<file path="config.mk">
export PLATFORM = sky130hd
export DESIGN_NAME = attr_sel
export DESIGN_NICKNAME = d
export VERILOG_FILES = /design/src/rtl/attr_sel_pkg.sv /design/src/rtl/attr_sel_ctrl.sv /design/src/rtl/attr_sel_dp.sv /design/src/rtl/attr_sel.sv
export SDC_FILE = /design/constraint.sdc
export NUM_CORES = 1
export LEC_CHECK = 0
export ABC_AREA = 1
export BUFFER_PORTS_ARGS = -buffer_cell sky130_fd_sc_hd__buf_2
export CORE_MARGIN = 2
export CORE_UTILIZATION = 55
export DETAILED_ROUTE_END_ITERATION = 10
export GPL_TIMING_DRIVEN = 0
export PLACE_DENSITY = 0.83
export SLEW_MARGIN = 20
export SYNTH_ARGS = -nofsm -noshare
export SYNTH_HDL_FRONTEND = slang
export SYNTH_HIERARCHICAL = 1
export SYNTH_SLANG_ARGS = --single-unit
</file>
<file path="constraint.sdc">
create_clock -name clk -period 2 [get_ports clk]
set_input_delay 0.6 -clock clk [delete_from_list [all_inputs] [get_ports clk]]
set_output_delay 0.6 -clock clk [all_outputs]
set_load 0.01 [all_outputs]
</file>
<file path="src/rtl/attr_sel_pkg.sv">
package attr_sel_pkg;
  parameter int ATTR_N = 4;
  parameter int TAG_W  = 12;
  localparam int CFG_W = 2 * TAG_W + 2;
  localparam int SEL_W = $clog2(ATTR_N + 1);
  localparam int EN_BIT  = 2 * TAG_W;
  localparam int INV_BIT = 2 * TAG_W + 1;

  typedef struct packed {
    logic              capture;
    logic              hold;
    logic              wrMode;
    logic [ATTR_N-1:0] wrEntry;
  } strobe_t;
endpackage

</file>
<file path="src/rtl/attr_sel_ctrl.sv">
module attr_sel_ctrl
  import attr_sel_pkg::*;
(
  input  logic             clk,
  input  logic             rst,
  input  logic             busActive,
  input  logic             cfgValid,
  input  logic [SEL_W-1:0] cfgAddr,
  output strobe_t          strobe
);
  logic prevActive;

  always_ff @(posedge clk) begin
    if (rst) prevActive <= 1'b0;
    else     prevActive <= busActive;
  end

  always_comb begin
    strobe.capture = busActive & ~prevActive;
    strobe.hold    = busActive & prevActive;
    strobe.wrMode  = cfgValid && (cfgAddr == SEL_W'(ATTR_N));
  end

  for (genvar i = 0; i < ATTR_N; i++) begin : g_dec
    assign strobe.wrEntry[i] = cfgValid && (cfgAddr == SEL_W'(i));
  end
endmodule

</file>
<file path="src/rtl/attr_sel_dp.sv">
module attr_sel_dp
  import attr_sel_pkg::*;
(
  input  logic              clk,
  input  logic              rst,
  input  strobe_t           strobe,
  input  logic [TAG_W-1:0]  busAddrHi,
  input  logic [CFG_W-1:0]  cfgData,
  output logic [ATTR_N-1:0] attrOut
);
  logic [TAG_W-1:0]  baseCfg [ATTR_N];
  logic [TAG_W-1:0]  maskCfg [ATTR_N];
  logic [ATTR_N-1:0] enCfg;
  logic [ATTR_N-1:0] polCfg;
  logic              modeCfg;

  logic [ATTR_N-1:0] hit;
  logic [ATTR_N-1:0] grant;
  logic [ATTR_N-1:0] nextAct;

  logic [ATTR_N-1:0] actReg;
  logic [ATTR_N-1:0] polUse;
  logic              modeUse;

  // configuration storage
  always_ff @(posedge clk) begin
    if (rst) begin
      for (int i = 0; i < ATTR_N; i++) begin
        baseCfg[i] <= '0;
        maskCfg[i] <= '0;
      end
      enCfg   <= '0;
      polCfg  <= '0;
      modeCfg <= 1'b0;
    end else begin
      for (int i = 0; i < ATTR_N; i++) begin
        if (strobe.wrEntry[i]) begin
          baseCfg[i] <= cfgData[TAG_W-1:0];
          maskCfg[i] <= cfgData[2*TAG_W-1:TAG_W];
          enCfg[i]   <= cfgData[EN_BIT];
          polCfg[i]  <= cfgData[INV_BIT];
        end
      end
      if (strobe.wrMode) modeCfg <= cfgData[0];
    end
  end

  // per-entry compare
  for (genvar i = 0; i < ATTR_N; i++) begin : g_hit
    assign hit[i] = enCfg[i] &&
                    ((busAddrHi & maskCfg[i]) == (baseCfg[i] & maskCfg[i]));
  end

  // lowest index wins
  always_comb begin
    logic taken;
    taken = 1'b0;
    grant = '0;
    for (int i = 0; i < ATTR_N; i++) begin
      if (hit[i] && !taken) begin
        grant[i] = 1'b1;
        taken    = 1'b1;
      end
    end
  end

  assign nextAct = modeCfg ? hit : grant;

  always_ff @(posedge clk) begin
    if (rst) begin
      actReg  <= '0;
      polUse  <= '0;
      modeUse <= 1'b0;
    end else if (strobe.capture) begin
      actReg  <= nextAct;
      polUse  <= polCfg;
      modeUse <= modeCfg;
    end else if (!strobe.hold) begin
      actReg  <= '0;
      polUse  <= polCfg;
      modeUse <= modeCfg;
    end
  end

  assign attrOut = actReg ^ polUse;
endmodule

</file>
<file path="src/rtl/attr_sel.sv">
module attr_sel
  import attr_sel_pkg::*;
(
  input  logic              clk,
  input  logic              rst,
  input  logic              busActive,
  input  logic [TAG_W-1:0]  busAddrHi,
  input  logic              cfgValid,
  input  logic [SEL_W-1:0]  cfgAddr,
  input  logic [CFG_W-1:0]  cfgData,
  output logic [ATTR_N-1:0] attrOut
);
  strobe_t strobe;

  attr_sel_ctrl u_ctrl (
    .clk       (clk),
    .rst       (rst),
    .busActive (busActive),
    .cfgValid  (cfgValid),
    .cfgAddr   (cfgAddr),
    .strobe    (strobe)
  );

  attr_sel_dp u_dp (
    .clk       (clk),
    .rst       (rst),
    .strobe    (strobe),
    .busAddrHi (busAddrHi),
    .cfgData   (cfgData),
    .attrOut   (attrOut)
  );
endmodule

</file>
### Word-level counts from Yosys, hierarchy flattened

Memories as Yosys holds them, arrays and structs flattened.
Index checks and enable logic that the tools add are counted.

| operators by class | value |
|---|---|
| equality and inequality tests | 9 |
| bitwise operators | 20 |
| reduce and logical (&&, ||, !) cells | 16 |
| mux-type cells | 33 |

Operators with widths:

| kind | count |
|---|---|
| 12-bit bitwise AND | 8 |
| 12-bit two-way mux | 8 |
| 12-bit equality test | 4 |
| 1-bit two-way mux | 20 |
| 4-bit two-way mux | 5 |
| 1-bit logical AND | 12 |
| 1-bit bitwise OR | 8 |
| 3-bit by 2-bit equality test with 1-bit output (second input constant) | 2 |
| 4-bit XOR | 1 |
| 3-bit by 1-bit equality test with 1-bit output (second input constant) | 1 |
| 3-bit equality test (second input constant) | 1 |
| 1-bit logical NOT | 3 |
| 3-bit logical NOT | 1 |
| 1-bit bitwise AND | 2 |
| 2-bit inequality test (second input constant) | 1 |
| 1-bit NOT | 1 |

| storage, ports and cells | value |
|---|---|
| memories | 2 |
| input port bits | 45 |
| output and inout port bits | 4 |
| flip-flop bits (word level) | 18 |
| bits in writable memories | 96 |

Memories:

| name | depth | bits a word | read ports | clocked after Yosys merged registers in | wr ports | RTL line | source |
|---|---|---|---|---|---|---|---|
| u_dp.baseCfg | 4 | 12 | 4 | 0 | 4 | attr_sel_dp.sv:11 | `logic [TAG_W-1:0] baseCfg [ATTR_N];` |
| u_dp.maskCfg | 4 | 12 | 4 | 0 | 4 | attr_sel_dp.sv:12 | `logic [TAG_W-1:0] maskCfg [ATTR_N];` |

### Depth between registers and ports, before layout

| depth | value |
|---|---|
| depth after elaboration | 15 |
| mapped depth | 12 |
| depth with buffers taken out | 11 |

### Hierarchy

Netlist, hierarchy kept.

By module, submodules not included:

| module | cells an instance | times used | seq. area each (um^2) | area each (um^2) |
|---|---|---|---|---|
| attr_sel_dp | 527 | 1 | 3,223.1 | 5,014.8 |
| attr_sel_ctrl | 20 | 1 | 20.0 | 93.8 |

### Worst setup path before layout

Ideal clock, no wire load.

| timing path | value |
|---|---|
| path kind | input to register |
| from | in rst |
| to | mem u_dp.baseCfg[0][0] (enable) |
| arrival | 1,281 ps |
| path buffers | 1 |
| stages | 2 |
| path slack | 356 ps |
| library setup time | 363 ps |
| path through | clkbuf_1 or2_2 |

RTL lines:

| element | RTL line | source |
|---|---|---|
| start, declared | attr_sel.sv:5 | `input logic rst,` |
| end, declared | attr_sel_dp.sv:11 |  |

### Worst setup path after layout

| timing path | value |
|---|---|
| from | reg u_dp.polUse[0] |
| to | out attrOut[0] |

| between the ends | value |
|---|---|
| longest elaborated chain between the ends | 1 |

RTL lines:

| element | RTL line | source |
|---|---|---|
| start, declared | attr_sel_dp.sv:22 | `logic [ATTR_N-1:0] polUse;` |
| start signal, assigned | attr_sel_dp.sv:76 | `polUse <= polCfg;` |
| start signal, assigned | attr_sel_dp.sv:80 | `polUse <= polCfg;` |
| 4-bit XOR | attr_sel_dp.sv:85 | `assign attrOut = actReg ^ polUse;` |
| end, declared | attr_sel.sv:11 | `output logic [ATTR_N-1:0] attrOut` |

No other way between the ends.

==> key figures <==
Timing
  – Post-route setup TNS: 0 ns
  – Pins Over Slew Limit: 0
  – Rel. slew slack: between 40% and 50%
  – Worst Clk Skew: about 0.0055 ns
  – Slew @ Worst Pin: 0.759 ns
  – Final critical-path required period: ~1.8 ns
  – Final setup margin: about 0.21 ns
  – Unrepaired setup endpoints after global routing: false
  – Final hold vios: 0
  – Final Cycle Share: 89.3%
  – Endpoints failing setup: 0
  – Fmax: around 0.56 GHz

CTS
  – Post-CTS resize count: 0
  – CTS tree: done
  – CTS H-tree lvls: 4
  – Worst-Skew Late Latency: about 0.51 ns
  – CTS max path bufs: 2
  – CTS Hold Bufs: 0
  – Clk sinks: about 110
  – Post-CTS Setup Inserts: 0
  – CTS clock-pin slew for the worst setup and hold paths: around 0.050 ns
  – TritonCTS Buffers: 17
  – Root Driver: clkbuf_8

Synth
  – Top_reg_cell synth: edfxtp_1
  – Synth top area cells: edfxtp_1, nor2_1, nand2_1
  – Synthesized instance count: between 500 and 600
  – Post-synth top area share: around 56%
  – Post-synthesis adder-cell area fraction: 0%
  – Xor and xnor area share after synthesis: less than 1%
  – Syn_area_per_cell: about 9.3 um2
  – Post-synthesis mux area share: 0%
  – Most frequent cells after synthesis: nor2_1, nand2_1, edfxtp_1
  – Post-Synth Simple-Gate Area: a little over a quarter
  – Number of enable flip-flop cells after synthesis: 96
  – Syn Nets: between 500 and 600
  – Top-count cell post-synth: nor2_1
  – Largest family of logic cells by synthesized area: simple AND/OR/NAND/NOR gates
  – Netlist Area Pre-Place: about 5100 um2
  – Yosys top cell by area: edfxtp_1
  – Post-synth ARST share: 0%
  – Netlist cell types: 24
  – Post-synthesis compound-gate area fraction: 3.50%
  – Warnings from Yosys: 6
  – Seq cells post-synth: about 110
  – Seq/Total Area, Yosys: 63.5%

Power
  – Clk pwr share: 48.2%
  – Int Pwr: between 4000 and 5000 uW
  – PD cells: between 1000 and 1500 nW/um2
  – Switching share of power: a little over a fifth
  – Pleak: around 0.0027 uW
  – Net switching power: about 1300 uW
  – Gate power share: between 6 and 7%
  – Worst vdd ir: approximately 670 uV
  – Sequential group share of total power: between 40 and 50%

Global routing
  – Largest net degree at the start of global routing: 27
  – Vias in the first global route: 3988
  – Total GRT Usage: about 25%
  – Total gr overflow: 0
  – Initial antenna violation count: 0
  – First-pass GRT wire length: 18.7 mm

Floorplanning
  – Chip height: ~100 um
  – Initial Util: 56.1%
  – Die X: approximately 100 um
  – Row count: 35
  – Die area: just over 10000 um2
  – I/O Pins: between 40 and 50
  – CORE AREA: ~9000 um2

Placement
  – HPWL after DPL: 7.79 mm
  – Port Buf Inserts: 44
  – Placer Congestion: approximately 0.86
  – Cell Area, Placed: between 5000 and 6000 um2
  – DP Worst Slack: -0.203 ns

Detailed routing
  – WL/cell: between 15 and 20 um
  – Remaining DRCs: 0
  – DR iter-0 viols: roughly 260
  – Final WL: between 10 and 15 mm
  – Drt pass-1 iters: 5
  – Final ANT Viol Nets: 0
  – Via count: about 4000
  – Vias per inst: between 5 and 6

Worst setup path
  – Startpoint types: flop
  – Crit Path Category: flop to output pin
  – Worst EP required: roughly 1.4 ns
  – Crit end category: output pin
  – CP max FO: 2
  – Worst Path Arrival: around 1.2 ns
  – CP max stage delay: 0.35 ns
  – Crit-path slowest cell: dfxtp_1
  – Crit-path cells: xor2_1 > buf_2

Finish
  – Area grow syn2layout: 18.9%
  – Final Instance Area: a little over 6000 um2
  – Layout cells sized above 1: 16.4%
  – NumNets Final: between 600 and 700
  – Antenna cells: 0

Run status
  – Status: complete, no violations

Hold path
  – HP Class: input pin to flop

Job
  – Total of max-cap violations: 0
-- cell families (layout without fill, tap and decap cells) --
kind of cell,after synthesis,after routing
XOR/XNOR,4,4
buffers and inverters,76,152
AO/OA/AOI/OAI,33,33
flip-flops,114,114
AND/OR/NAND/NOR,320,320
-- registers in the layout, indices dropped and copies added, names as in the netlist --
signal and flops:
u_dp/polUse 4, u_dp/polCfg 4, u_dp/actReg 4, u_dp/modeCfg 1, u_dp/enCfg 4, u_ctrl/prevActive 1
u_dp/baseCfg 48, u_dp/maskCfg 48
-- through the flow --
| step | hold slack, ns | total power [uW] | util [%] | cells |
|---|---|---|---|---|
| finish | 0.258 | 6140 | 66.7 | 734 |
| global route | 0.257 | 6310 | 66.7 | 734 |
| CTS | 0.239 | 6160 | 66.7 | 734 |
| detailed placement | 0.449 | 3220 | 60.0 | 702 |
| global placement | 0.440 | 3190 | 60.0 | 702 |
| floorplan | 0.430 | 3050 | - | 547 |
-- cell usage in the layout, fill, tap and decap left out --
master,instances
a21oi_2,1
nand3_2,1
nor2_2,1
inv_2,5
clkbuf_16,20
buf_2,54
or2_0,2
clkinv_1,1
clkbuf_8,5
nand2_2,3
inv_1,57
o21ai_0,9
buf_6,2
inv_4,2
nand2_1,97
dfxtp_1,18
nand3_1,36
o22ai_1,8
edfxtp_1,96
clkinv_2,4
clkbuf_1,2
o21ai_1,6
nor2_1,156
a21oi_1,9
or2_2,4
xor2_1,4
nand3b_1,9
or2_1,11
-- routing by layer --
metal	wire length, um	track usage [%]
met1	4810	28.7
met4	364	13.7
met5	0	0
met2	6180	43.4
met3	738	6.34
-- critical path, delay by kind of cell, from the launching register on --
family | cells | cell delay (ns)
flip-flops | 1 | 0.35
buffers and inverters | 1 | 0.15
XOR/XNOR | 1 | 0.17
-- final timing paths --
path         cells past startpoint                              from  slack (ns)                      endpoint
max reg2reg                     10  u_dp/baseCfg[0][4]$_SDFFCE_PN0P_        0.46   u_dp/actReg[2]$_SDFFE_PP0P_
min                              2                               rst        0.26  u_ctrl/prevActive$_SDFF_PP0_
min reg2reg                      2       u_dp/polCfg[1]$_SDFFE_PP0P_        0.47   u_dp/polUse[1]$_SDFFE_PP0P_
max                              2       u_dp/polUse[0]$_SDFFE_PP0P_        0.21                    attrOut[0]
-- layout make-up --
| cell class | count | area [um2] |
|---|---|---|
| buffer | 13 | 76.3 |
| tap | 111 | 139 |
| timing repair buffer | 44 | 220 |
| sequential | 114 | 3240 |
| inverter | 63 | 236 |
| clock inverter | 6 | 32.5 |
| fill | 675 | 3040 |
| multi-input combinational | 357 | 1550 |
| clock buffer | 26 | 573 |
-- power by group through the flow --
stage	sequential, uW	clock (uW)	combinational [uW]
2_1_floorplan	2800	0	250
3_3_place_gp	2810	0	376
3_5_place_dp	2820	0	393
4_1_cts	2780	2980	399
5_1_grt	2790	3070	451
6_report	2780	2960	403
Power figures use the tool's default switching activity.
